[config.mk]
export PLATFORM = sky130hd
export DESIGN_NAME = ais_detector_e1
export DESIGN_NICKNAME = d
export VERILOG_FILES = /design/src/rtl/ais_pkg.sv /design/src/rtl/ais_bitpos.sv /design/src/rtl/ais_window.sv /design/src/rtl/ais_integrator.sv /design/src/rtl/ais_status.sv /design/src/rtl/ais_detector_e1.sv
export SDC_FILE = /design/constraint.sdc
export NUM_CORES = 1
export LEC_CHECK = 0
export BUFFER_PORTS_ARGS = -buffer_cell sky130_fd_sc_hd__clkbuf_2
export CAP_MARGIN = 10
export CORE_UTILIZATION = 43
export CTS_CLUSTER_DIAMETER = 50
export DETAILED_ROUTE_END_ITERATION = 12
export PLACE_DENSITY = 0.65
export SLEW_MARGIN = 20
export SYNTH_ARGS = -nofsm -noshare
export SYNTH_HDL_FRONTEND = slang
export SYNTH_HIERARCHICAL = 1
export SYNTH_SLANG_ARGS = --single-unit
export TNS_END_PERCENT = 30
[constraint.sdc]
create_clock -name clk -period 3.9 [get_ports clk]
set_clock_uncertainty 0.1 [all_clocks]
set_input_delay 0.195 -clock clk [delete_from_list [all_inputs] [get_ports clk]]
set_output_delay 0.195 -clock clk [all_outputs]
set_load 0.02 [all_outputs]
[src/rtl/ais_pkg.sv]
package ais_pkg;

    parameter int E1_FRAME_BITS = 256;
    parameter int E1_SLOT_BITS  = 8;
    parameter int E1_SIG_SLOT   = 16;
    parameter int WIN_FRAMES    = 2;
    parameter int ZERO_LIMIT    = 3;
    parameter int INTEG_THRESH  = 4;

    typedef enum logic [1:0] {
        DET_OFF  = 2'b00,
        DET_UNFR = 2'b01,
        DET_TS16 = 2'b10,
        DET_FRM  = 2'b11
    } det_mode_e;

    typedef struct packed {
        logic tick;
        logic ok;
    } period_t;

    function automatic logic bit_in_check(det_mode_e m, int unsigned slot);
        return (m == DET_UNFR) || ((m == DET_FRM) && (slot != 0));
    endfunction

endpackage

[src/rtl/ais_bitpos.sv]
module ais_bitpos
    import ais_pkg::*;
#(
    parameter int FRAME_BITS = E1_FRAME_BITS,
    localparam int POS_W = $clog2(FRAME_BITS)
) (
    input  logic             clk,
    input  logic             rst,
    input  logic             bit_en,
    input  logic             frame_start,
    output logic [POS_W-1:0] pos
);

    logic [POS_W-1:0] nxt_pos;

    assign pos = frame_start ? '0 : nxt_pos;

    always_ff @(posedge clk) begin
        if (rst) begin
            nxt_pos <= '0;
        end else if (bit_en) begin
            nxt_pos <= pos + POS_W'(1);
        end
    end

endmodule

[src/rtl/ais_window.sv]
module ais_window
    import ais_pkg::*;
#(
    parameter int FRAME_BITS = E1_FRAME_BITS,
    parameter int SLOT_BITS  = E1_SLOT_BITS,
    parameter int SIG_SLOT   = E1_SIG_SLOT,
    parameter int FRAMES     = WIN_FRAMES,
    parameter int ZLIM       = ZERO_LIMIT,
    localparam int POS_W = $clog2(FRAME_BITS),
    localparam int SB_W  = $clog2(SLOT_BITS),
    localparam int IDX_W = POS_W - SB_W,
    localparam int ZC_W  = $clog2(ZLIM + 1),
    localparam int FC_W  = (FRAMES > 1) ? $clog2(FRAMES) : 1
) (
    input  logic             clk,
    input  logic             rst,
    input  logic             clr,
    input  det_mode_e        mode,
    input  logic             bit_en,
    input  logic             rx_bit,
    input  logic             frame_start,
    input  logic             mf_start,
    input  logic [POS_W-1:0] pos,
    output period_t          per
);

    logic [IDX_W-1:0] slot;
    logic             zero_hit;
    logic             sig_hit;
    logic [ZC_W-1:0]  zcnt, zacc, zfresh;
    logic [FC_W-1:0]  fcnt;
    logic             fr_sync, mf_sync, sig_bad;

    assign slot     = pos[POS_W-1:SB_W];
    assign zero_hit = !rx_bit && bit_in_check(mode, 32'(slot));
    assign sig_hit  = !rx_bit && (slot == IDX_W'(SIG_SLOT));
    assign zfresh   = ZC_W'(zero_hit);
    assign zacc     = (zcnt == ZC_W'(ZLIM)) ? zcnt : zcnt + ZC_W'(zero_hit);

    always_ff @(posedge clk) begin
        if (rst || clr) begin
            per     <= '0;
            zcnt    <= '0;
            fcnt    <= '0;
            fr_sync <= 1'b0;
            mf_sync <= 1'b0;
            sig_bad <= 1'b0;
        end else begin
            per <= '0;
            if (bit_en) begin
                case (mode)
                    DET_UNFR, DET_FRM: begin
                        if (frame_start) begin
                            if (!fr_sync) begin
                                fr_sync <= 1'b1;
                                fcnt    <= '0;
                                zcnt    <= zfresh;
                            end else if (fcnt == FC_W'(FRAMES - 1)) begin
                                per.tick <= 1'b1;
                                per.ok   <= (zcnt < ZC_W'(ZLIM));
                                fcnt     <= '0;
                                zcnt     <= zfresh;
                            end else begin
                                fcnt <= fcnt + FC_W'(1);
                                zcnt <= zacc;
                            end
                        end else begin
                            zcnt <= zacc;
                        end
                    end
                    DET_TS16: begin
                        if (mf_start) begin
                            if (!mf_sync) begin
                                mf_sync <= 1'b1;
                            end else begin
                                per.tick <= 1'b1;
                                per.ok   <= !sig_bad;
                            end
                            sig_bad <= sig_hit;
                        end else if (sig_hit) begin
                            sig_bad <= 1'b1;
                        end
                    end
                    default: ;
                endcase
            end
        end
    end

endmodule

[src/rtl/ais_integrator.sv]
module ais_integrator
    import ais_pkg::*;
#(
    parameter int THRESH = INTEG_THRESH,
    localparam int CNT_W = $clog2(THRESH + 1)
) (
    input  logic             clk,
    input  logic             rst,
    input  logic             clr,
    input  period_t          per,
    output logic [CNT_W-1:0] cnt,
    output logic             state,
    output logic             evt
);

    always_ff @(posedge clk) begin
        if (rst || clr) begin
            cnt   <= '0;
            state <= 1'b0;
            evt   <= 1'b0;
        end else begin
            evt <= 1'b0;
            if (per.tick) begin
                if (per.ok) begin
                    if (cnt != CNT_W'(THRESH)) begin
                        cnt <= cnt + CNT_W'(1);
                        if ((cnt == CNT_W'(THRESH - 1)) && !state) begin
                            state <= 1'b1;
                            evt   <= 1'b1;
                        end
                    end
                end else if (cnt != '0) begin
                    cnt <= cnt - CNT_W'(1);
                    if ((cnt == CNT_W'(1)) && state) begin
                        state <= 1'b0;
                        evt   <= 1'b1;
                    end
                end
            end
        end
    end

endmodule

[src/rtl/ais_status.sv]
module ais_status (
    input  logic clk,
    input  logic rst,
    input  logic evt,
    input  logic stat_rd,
    input  logic chg_ie,
    input  logic blk_ie,
    output logic chg,
    output logic irq
);

    always_ff @(posedge clk) begin
        if (rst) begin
            chg <= 1'b0;
        end else if (evt) begin
            chg <= 1'b1;
        end else if (stat_rd) begin
            chg <= 1'b0;
        end
    end

    assign irq = chg & chg_ie & blk_ie;

endmodule

[src/rtl/ais_detector_e1.sv]
module ais_detector_e1
    import ais_pkg::*;
#(
    parameter int FRAME_BITS = E1_FRAME_BITS,
    parameter int SLOT_BITS  = E1_SLOT_BITS,
    parameter int SIG_SLOT   = E1_SIG_SLOT,
    parameter int FRAMES     = WIN_FRAMES,
    parameter int ZLIM       = ZERO_LIMIT,
    parameter int THRESH     = INTEG_THRESH,
    localparam int POS_W = $clog2(FRAME_BITS),
    localparam int CNT_W = $clog2(THRESH + 1)
) (
    input  logic       clk,
    input  logic       rst,
    input  logic       rx_bit,
    input  logic       bit_en,
    input  logic       frame_start,
    input  logic       mf_start,
    input  logic [1:0] det_sel,
    input  logic       chg_ie,
    input  logic       blk_ie,
    input  logic       stat_rd,
    output logic       ais_state,
    output logic       ais_chg,
    output logic       irq
);

    det_mode_e        mode;
    logic [1:0]       prev_sel;
    logic             mode_clr;
    logic [POS_W-1:0] pos;
    period_t          per;
    logic [CNT_W-1:0] intg_cnt;
    logic             intg_evt;

    assign mode     = det_mode_e'(det_sel);
    assign mode_clr = (det_sel != prev_sel) || (mode == DET_OFF);

    always_ff @(posedge clk) begin
        prev_sel <= det_sel;
    end

    ais_bitpos #(.FRAME_BITS(FRAME_BITS)) u_pos (
        .clk(clk), .rst(rst), .bit_en(bit_en),
        .frame_start(frame_start), .pos(pos)
    );

    ais_window #(
        .FRAME_BITS(FRAME_BITS), .SLOT_BITS(SLOT_BITS), .SIG_SLOT(SIG_SLOT),
        .FRAMES(FRAMES), .ZLIM(ZLIM)
    ) u_win (
        .clk(clk), .rst(rst), .clr(mode_clr), .mode(mode),
        .bit_en(bit_en), .rx_bit(rx_bit), .frame_start(frame_start),
        .mf_start(mf_start), .pos(pos), .per(per)
    );

    ais_integrator #(.THRESH(THRESH)) u_intg (
        .clk(clk), .rst(rst), .clr(mode_clr), .per(per),
        .cnt(intg_cnt), .state(ais_state), .evt(intg_evt)
    );

    ais_status u_stat (
        .clk(clk), .rst(rst), .evt(intg_evt), .stat_rd(stat_rd),
        .chg_ie(chg_ie), .blk_ie(blk_ie), .chg(ais_chg), .irq(irq)
    );

endmodule

==> results_dict.tcl, run 1 <==
set metrics [dict create \
    hold_depth 1 \
    synth_area_sq_um 1330 \
    r2r_setup_slack_ps 1890 \
    vias 1129 \
    setup-tns-final_ps 0 \
    rsz0062_at_grt "no" \
    num_rows 19 \
    clk_latency_ps 310 \
    critPathTopFamily "compound AO/OA/AOI/OAI gates" \
    crit_buf_inv 1 \
    setup_viol_count_final 0 \
    p_comb_share_pct 7.1 \
    syn_avg_cell_area_sq_um 8.82 \
    critical_path_depth 8 \
    leakage_nw 0.544 \
    placed_cells 191 \
    syn-num-nets 169 \
    grt_usage_pct 17.7 \
    worstMarginPinSlew_ps 464 \
    clkPwrFrac_pct 38.7 \
    final_cell_mix "24 x dfxtp_1, 13 x clkbuf_2, 13 x nor2_1, 11 x inv_1, 10 x nand2_1" \
    die_w_um 57.6 \
    crit_chain "nand2b_1 > inv_1 > nor4_2 > a311oi_2 > ha_1 > a211o_2 > o21ai_1 > o31ai_2" \
    start_util_pct 46.7 \
    final_common_cell "dfxtp_1" \
    tritoncts "done" \
    critPathMaxStageDelay_ps 360 \
    drt.antenna.violating_nets 0 \
    p_per_area_nw_per_um2 312 \
    hold_viol 0 \
    arrival_ps 2140 \
    dieArea_sq_um 3320 \
    seqPwrFrac_pct 54.2 \
    maxSlewHeadroom_pct 69.0 \
    drive_above_1_share_pct 17.0 \
    clock-sinks 24 \
    die_h_um 57.6 \
    core-area_sq_um 2850 \
    clk_pin_slew_ps 140 \
    htreeDepth 1 \
    area_growth_pct 10.7 \
    first_global_vias 1068 \
    cp-start-kind "register" \
    dr.pass1.iters 8 \
    critPathCaptureType "register" \
    finalNetCount 184 \
    cts_root_buffer "clkbuf_4" \
    grt_max_degree 17 \
    slew_violations 0 \
    cts_resized 0 \
    sw_frac_of_total_pct 20.7 \
    fmax_mhz 497 \
    power.net_switching_mw 0.0951 \
    wl_per_cell_um 13.3 \
    setup.worst_path.class "reg -> reg" \
    n_antenna_cell 0 \
    required_ps 4020 \
    drtIter0Drc 46 \
    route.detailed.drc 1 \
    peakVddDrop_uv 226 \
    cp_max_fo 4 \
    worst_hold_path_type "in -> reg" \
    cpMaxStageDelayCell "nor4_2" \
    overflow 0 \
    wl_um 2610 \
    globalplace.congestion 0.844 \
    ys.warnings.count 6 \
    clockBufferDepth 2 \
    period_share_pct 51.6 \
    violations "design-rule violations" \
    status "finished with violations" \
    period_needed_ps 2010 \
    antenna_found_initial 0 \
    drv_cap 0 \
    dp_hpwl_um 1960 \
    routed_via_density 5.76 \
    portBuffers 13 \
    syn_inst 151 \
    internal_power_mw 0.365 \
    grt_pass1_wl_um 4600 \
    io_pins 14 \
    fin_ws_ps 1890 \
    dp_slack_ps 1690 \
    cts_made_buffers 3 \
    rr_worst_depth 8 \
    finalNonFillerCells 196 \
]
power by group through the flow:
stage	Combinational, mW	Sequential [mW]	Clock [mW]
after CTS	0.0330	0.250	0.185
after floorplan	0.0199	0.255	0
final	0.0327	0.249	0.178
after global routing	0.0364	0.250	0.196
after detailed placement	0.0320	0.255	0
after global placement	0.0309	0.255	0
final timing paths:
check | endpoint | startpoint
worst max-delay path | u_win/zcnt[0]$_SDFFE_PP0P_ | u_pos/nxt_pos[3]$_SDFFE_PP0P_
worst min-delay path | prev_sel[0]$_DFF_P_ | det_sel[0]
worst max register to register | u_win/zcnt[0]$_SDFFE_PP0P_ | u_pos/nxt_pos[3]$_SDFFE_PP0P_
worst min register to register | u_stat/chg$_SDFFE_PP0P_ | u_intg/evt$_SDFF_PP0_
flip-flops by register name (all words and copies together) (netlist names):
name	count
u_intg/cnt	3
u_win/sig_bad	1
u_win/mf_sync	1
u_stat/chg	1
prev_sel	2
u_intg/evt	1
u_win/zcnt	2
u_pos/nxt_pos	8
u_intg/state	1
u_win/fr_sync	1
u_win/fcnt	1
u_win/per	2
cell type report:
type / instances / area [sq um]
Tap cell: 31 / 38.8
Timing Repair Buffer: 14 / 75.1
Multi-Input combinational cell: 111 / 782
Clock buffer: 3 / 22.5
Sequential cell: 24 / 480
Fill cell: 256 / 1380
Inverter: 12 / 45.0
Clock inverter: 1 / 30.0
metrics by stage:
stage | utilization [%] | hold slack [ps] | cell area (sq um) | power, mW
CTS | 51.7 | 9.09 | 1470 | 0.467
global route | 51.7 | 10.8 | 1470 | 0.482
detailed placement | 49.5 | 305 | 1410 | 0.287
finish | 51.7 | 20.9 | 1470 | 0.460
floorplan | - | 123 | 1330 | 0.274
global placement | 49.5 | 304 | 1410 | 0.286
repair_timing:
action | 4_1_cts | 5_1_grt
setup buffers | 0 | 0
endpoints found under the hold margin | 1 | 0
hold buffers | 1 | 0
worst reg2reg max path, stage by stage (launching register included):
cell and delay, ps:
dfxtp_1 350, nand2b_1 140, inv_1 70, nor4_2 360, a311oi_2 160, ha_1 300
a211o_2 280, o21ai_1 100, o31ai_2 70
per-layer routing:
layer	track usage (%)	wire length, um	part of all wire, %	up-vias
li1	-	-	-	563
met1	21.5	1140	44	534
met2	31.4	1330	51	28
met3	4.24	105	4.0	4
met4	4.18	36	1.4	0
met5	0	0	0	-
Power figures use the tool's default switching activity.
==> run 2, diff against run 1 <==
--- a/config.mk
+++ b/config.mk
@@ -5,12 +5,13 @@
 export SDC_FILE = /design/constraint.sdc
 export NUM_CORES = 1
 export LEC_CHECK = 0
+export ABC_AREA = 1
 export BUFFER_PORTS_ARGS = -buffer_cell sky130_fd_sc_hd__clkbuf_2
 export CAP_MARGIN = 10
 export CORE_UTILIZATION = 43
 export CTS_CLUSTER_DIAMETER = 50
 export DETAILED_ROUTE_END_ITERATION = 12
-export PLACE_DENSITY = 0.65
+export PLACE_DENSITY = 0.67
 export SLEW_MARGIN = 20
 export SYNTH_ARGS = -nofsm -noshare
 export SYNTH_HDL_FRONTEND = slang
==> constraint.sdc (replaced) <==
create_clock -name clk -period 1.7 [get_ports clk]
set_clock_uncertainty 0.1 [all_clocks]
set_input_delay 0.085 -clock clk [delete_from_list [all_inputs] [get_ports clk]]
set_output_delay 0.085 -clock clk [all_outputs]
set_load 0.02 [all_outputs]
==> results_dict.tcl, run 2 <==
set metrics [dict create \
    peakVddDrop_uv 305 \
    reg_top3 "u_pos/nxt_pos x8, u_intg/cnt x3" \
    cp-start-kind "register" \
    num-fill-cells 359 \
    finalNonFillerCells 286 \
    placed_cells 272 \
    core-area_sq_um 3340 \
    clk_pin_slew_ps 130 \
    yosysTopAreaCell "dfxtp_1" \
    rsz0062_at_grt "yes" \
    clock-sinks 24 \
    regMostFlops "u_pos/nxt_pos" \
    status "complete, no violations" \
    setup_viol_count_final 0 \
    start_util_pct 45.2 \
    num_rows 21 \
    arrival_ps 1780 \
    antenna_found_initial 0 \
    synth.most_common_cell "nand2_1" \
    final_common_cell "nand2_1" \
    area_growth_pct 20.5 \
    drv_cap 0 \
    synth_area_sq_um 1510 \
    cts_made_buffers 3 \
    critPathCaptureType "register" \
    route.detailed.drc 0 \
    clk_latency_ps 310 \
    dp_hpwl_um 2140 \
    ys_seq_elements 24 \
    n_antenna_cell 0 \
    slew_violations 0 \
    first_global_vias 1137 \
    cpMaxStageDelayCell "dfxtp_2" \
    synth_cell_types 30 \
    die_h_um 61.2 \
    period_share_pct 95.5 \
    yosys-top-cells-area "dfxtp_1 32%, nand2_1 11%, inv_1 9.2%, nor2_1 6.0%, ha_1 5.8%" \
    cts_root_buffer "clkbuf_4" \
    syn_inst 212 \
    grt_usage_pct 16.9 \
    drive_above_1_share_pct 32.5 \
    hold_viol 0 \
    routed_via_density 4.61 \
    synth_edf_count 0 \
    vias 1318 \
    synth_top_area_share_pct 31.9 \
    syn-num-nets 230 \
    final_cell_mix "43 x nand2_1, 33 x inv_1, 19 x dfxtp_1, 19 x nor2_1" \
    dieArea_sq_um 3750 \
    dr.pass1.iters 4 \
    die_w_um 61.2 \
    htreeDepth 1 \
    globalplace.congestion 0.835 \
    maxSlewHeadroom_pct 79.3 \
    grt_max_degree 15 \
    io_pins 14 \
    synth.top_cells.by_count "43 x nand2_1, 37 x inv_1, 24 x dfxtp_1, 24 x nor2_1, 13 x a21oi_1" \
    leakage_nw 0.829 \
    critPathMaxStageDelay_ps 360 \
    portBuffers 13 \
    grt_pass1_wl_um 4720 \
    tritoncts "done" \
    final_util_pct 54.4 \
    p_per_area_nw_per_um2 540 \
    ys.warnings.count 6 \
    syn_avg_cell_area_sq_um 7.11 \
    worstMarginPinSlew_ps 311 \
    wl_per_cell_um 9.95 \
    wl_um 2850 \
    required_ps 1860 \
    synth-main-ff-cell "dfxtp_1" \
    drtIter0Drc 60 \
    worst_hold_path_type "in -> reg" \
    ys_async_sr_fraction_pct 0 \
    clockBufferDepth 2 \
    period_needed_ps 1620 \
    overflow 0 \
    fmax_mhz 616 \
    cp_max_fo 4 \
    synth_seq_area_share_pct 31.9 \
    largest_reg_flops 8 \
    crit_chain "inv_2 > nor2_2 > nor2_2 > nand3_1 > nand2_1 > inv_2 > ha_4 > a21oi_2 > a21oi_1 > nand2_1 > a21oi_2" \
    finalNetCount 259 \
    setup.worst_path.class "reg -> reg" \
    drt.antenna.violating_nets 0 \
]
==> run 2: routing by layer <==
metal | routed length, um | vias up | track usage (%)
met3 | 99 | 2 | 1.89
met2 | 1300 | 26 | 27.2
met1 | 1430 | 584 | 23.0
li1 | - | 706 | -
met4 | 18 | 0 | 6.82
met5 | 0 | - | 0
==> run 2: critical path, delay by kind of cell, from the launching register on <==
| family | cells | cell delay, ps |
|---|---|---|
| compound gates | 3 | 300 |
| fa+ha+maj | 1 | 250 |
| buf+inv | 2 | 130 |
| flops | 1 | 360 |
| simple gates | 5 | 430 |
==> run 2: path summary, 6_finish.rpt <==
| check | start | endpoint | slack, ps | cells past startpoint |
|---|---|---|---|---|
| setup / recovery | u_pos/nxt_pos[4]$_SDFFE_PP0P_ | u_win/zcnt[0]$_SDFFE_PP0P_ | 80 | 11 |
| hold reg to reg | u_win/mf_sync$_SDFFE_PP0P_ | u_win/mf_sync$_SDFFE_PP0P_ | 370 | 2 |
| setup reg to reg | u_pos/nxt_pos[4]$_SDFFE_PP0P_ | u_win/zcnt[0]$_SDFFE_PP0P_ | 80 | 11 |
| hold / removal | bit_en | u_pos/nxt_pos[0]$_SDFFE_PP0P_ | 100 | 2 |
==> run 2: final cells by class <==
cell class                 count  area (sq um)  area share, %
multi-input combinational    142           876           48.2
sequential                    24           489           26.9
timing repair buffer          26           183           10.1
inverter                      44           175           9.64
tap                           46          57.6           3.17
clock buffer                   4          36.3           2.00
==> run 2: power by group <==
group | internal [mW] | switching (mW)
clock network | 0.131 | 0.171
logic | 0.0427 | 0.0660
registers | 0.567 | 0.00426
==> run 2: through the flow <==
stage                     hold slack, ps  instance area (sq um)  power [mW]  TNS (ps)  setup WS, ps
after floorplan                     12.7                   1510       0.645         0           186
after global placement               164                   1630       0.676         0           126
after detailed placement             171                   1630       0.677         0           100
after CTS                           80.8                   1740       0.997         0          71.7
after global routing                 111                   1820        1.03     -66.0         -66.0
final                                100                   1820       0.981         0          76.7
==> run 2: what timing repair did <==
item,CTS,global route
hold endpoints to repair,8,0
gates resized for setup,0,22
setup buffers,0,3
hold buffers,7,0
setup endpoints to repair,0,2
==> run 2: cell families (layout without fill, tap and decap cells) <==
family,Yosys count,after routing,synth area share (%)
flops,24,24,31.9
simple gates,108,108,38.5
xor+xnor,2,2,1.16
fa+ha+maj,7,7,5.81
buf+inv,46,74,12.7
compound gates,25,25,9.96
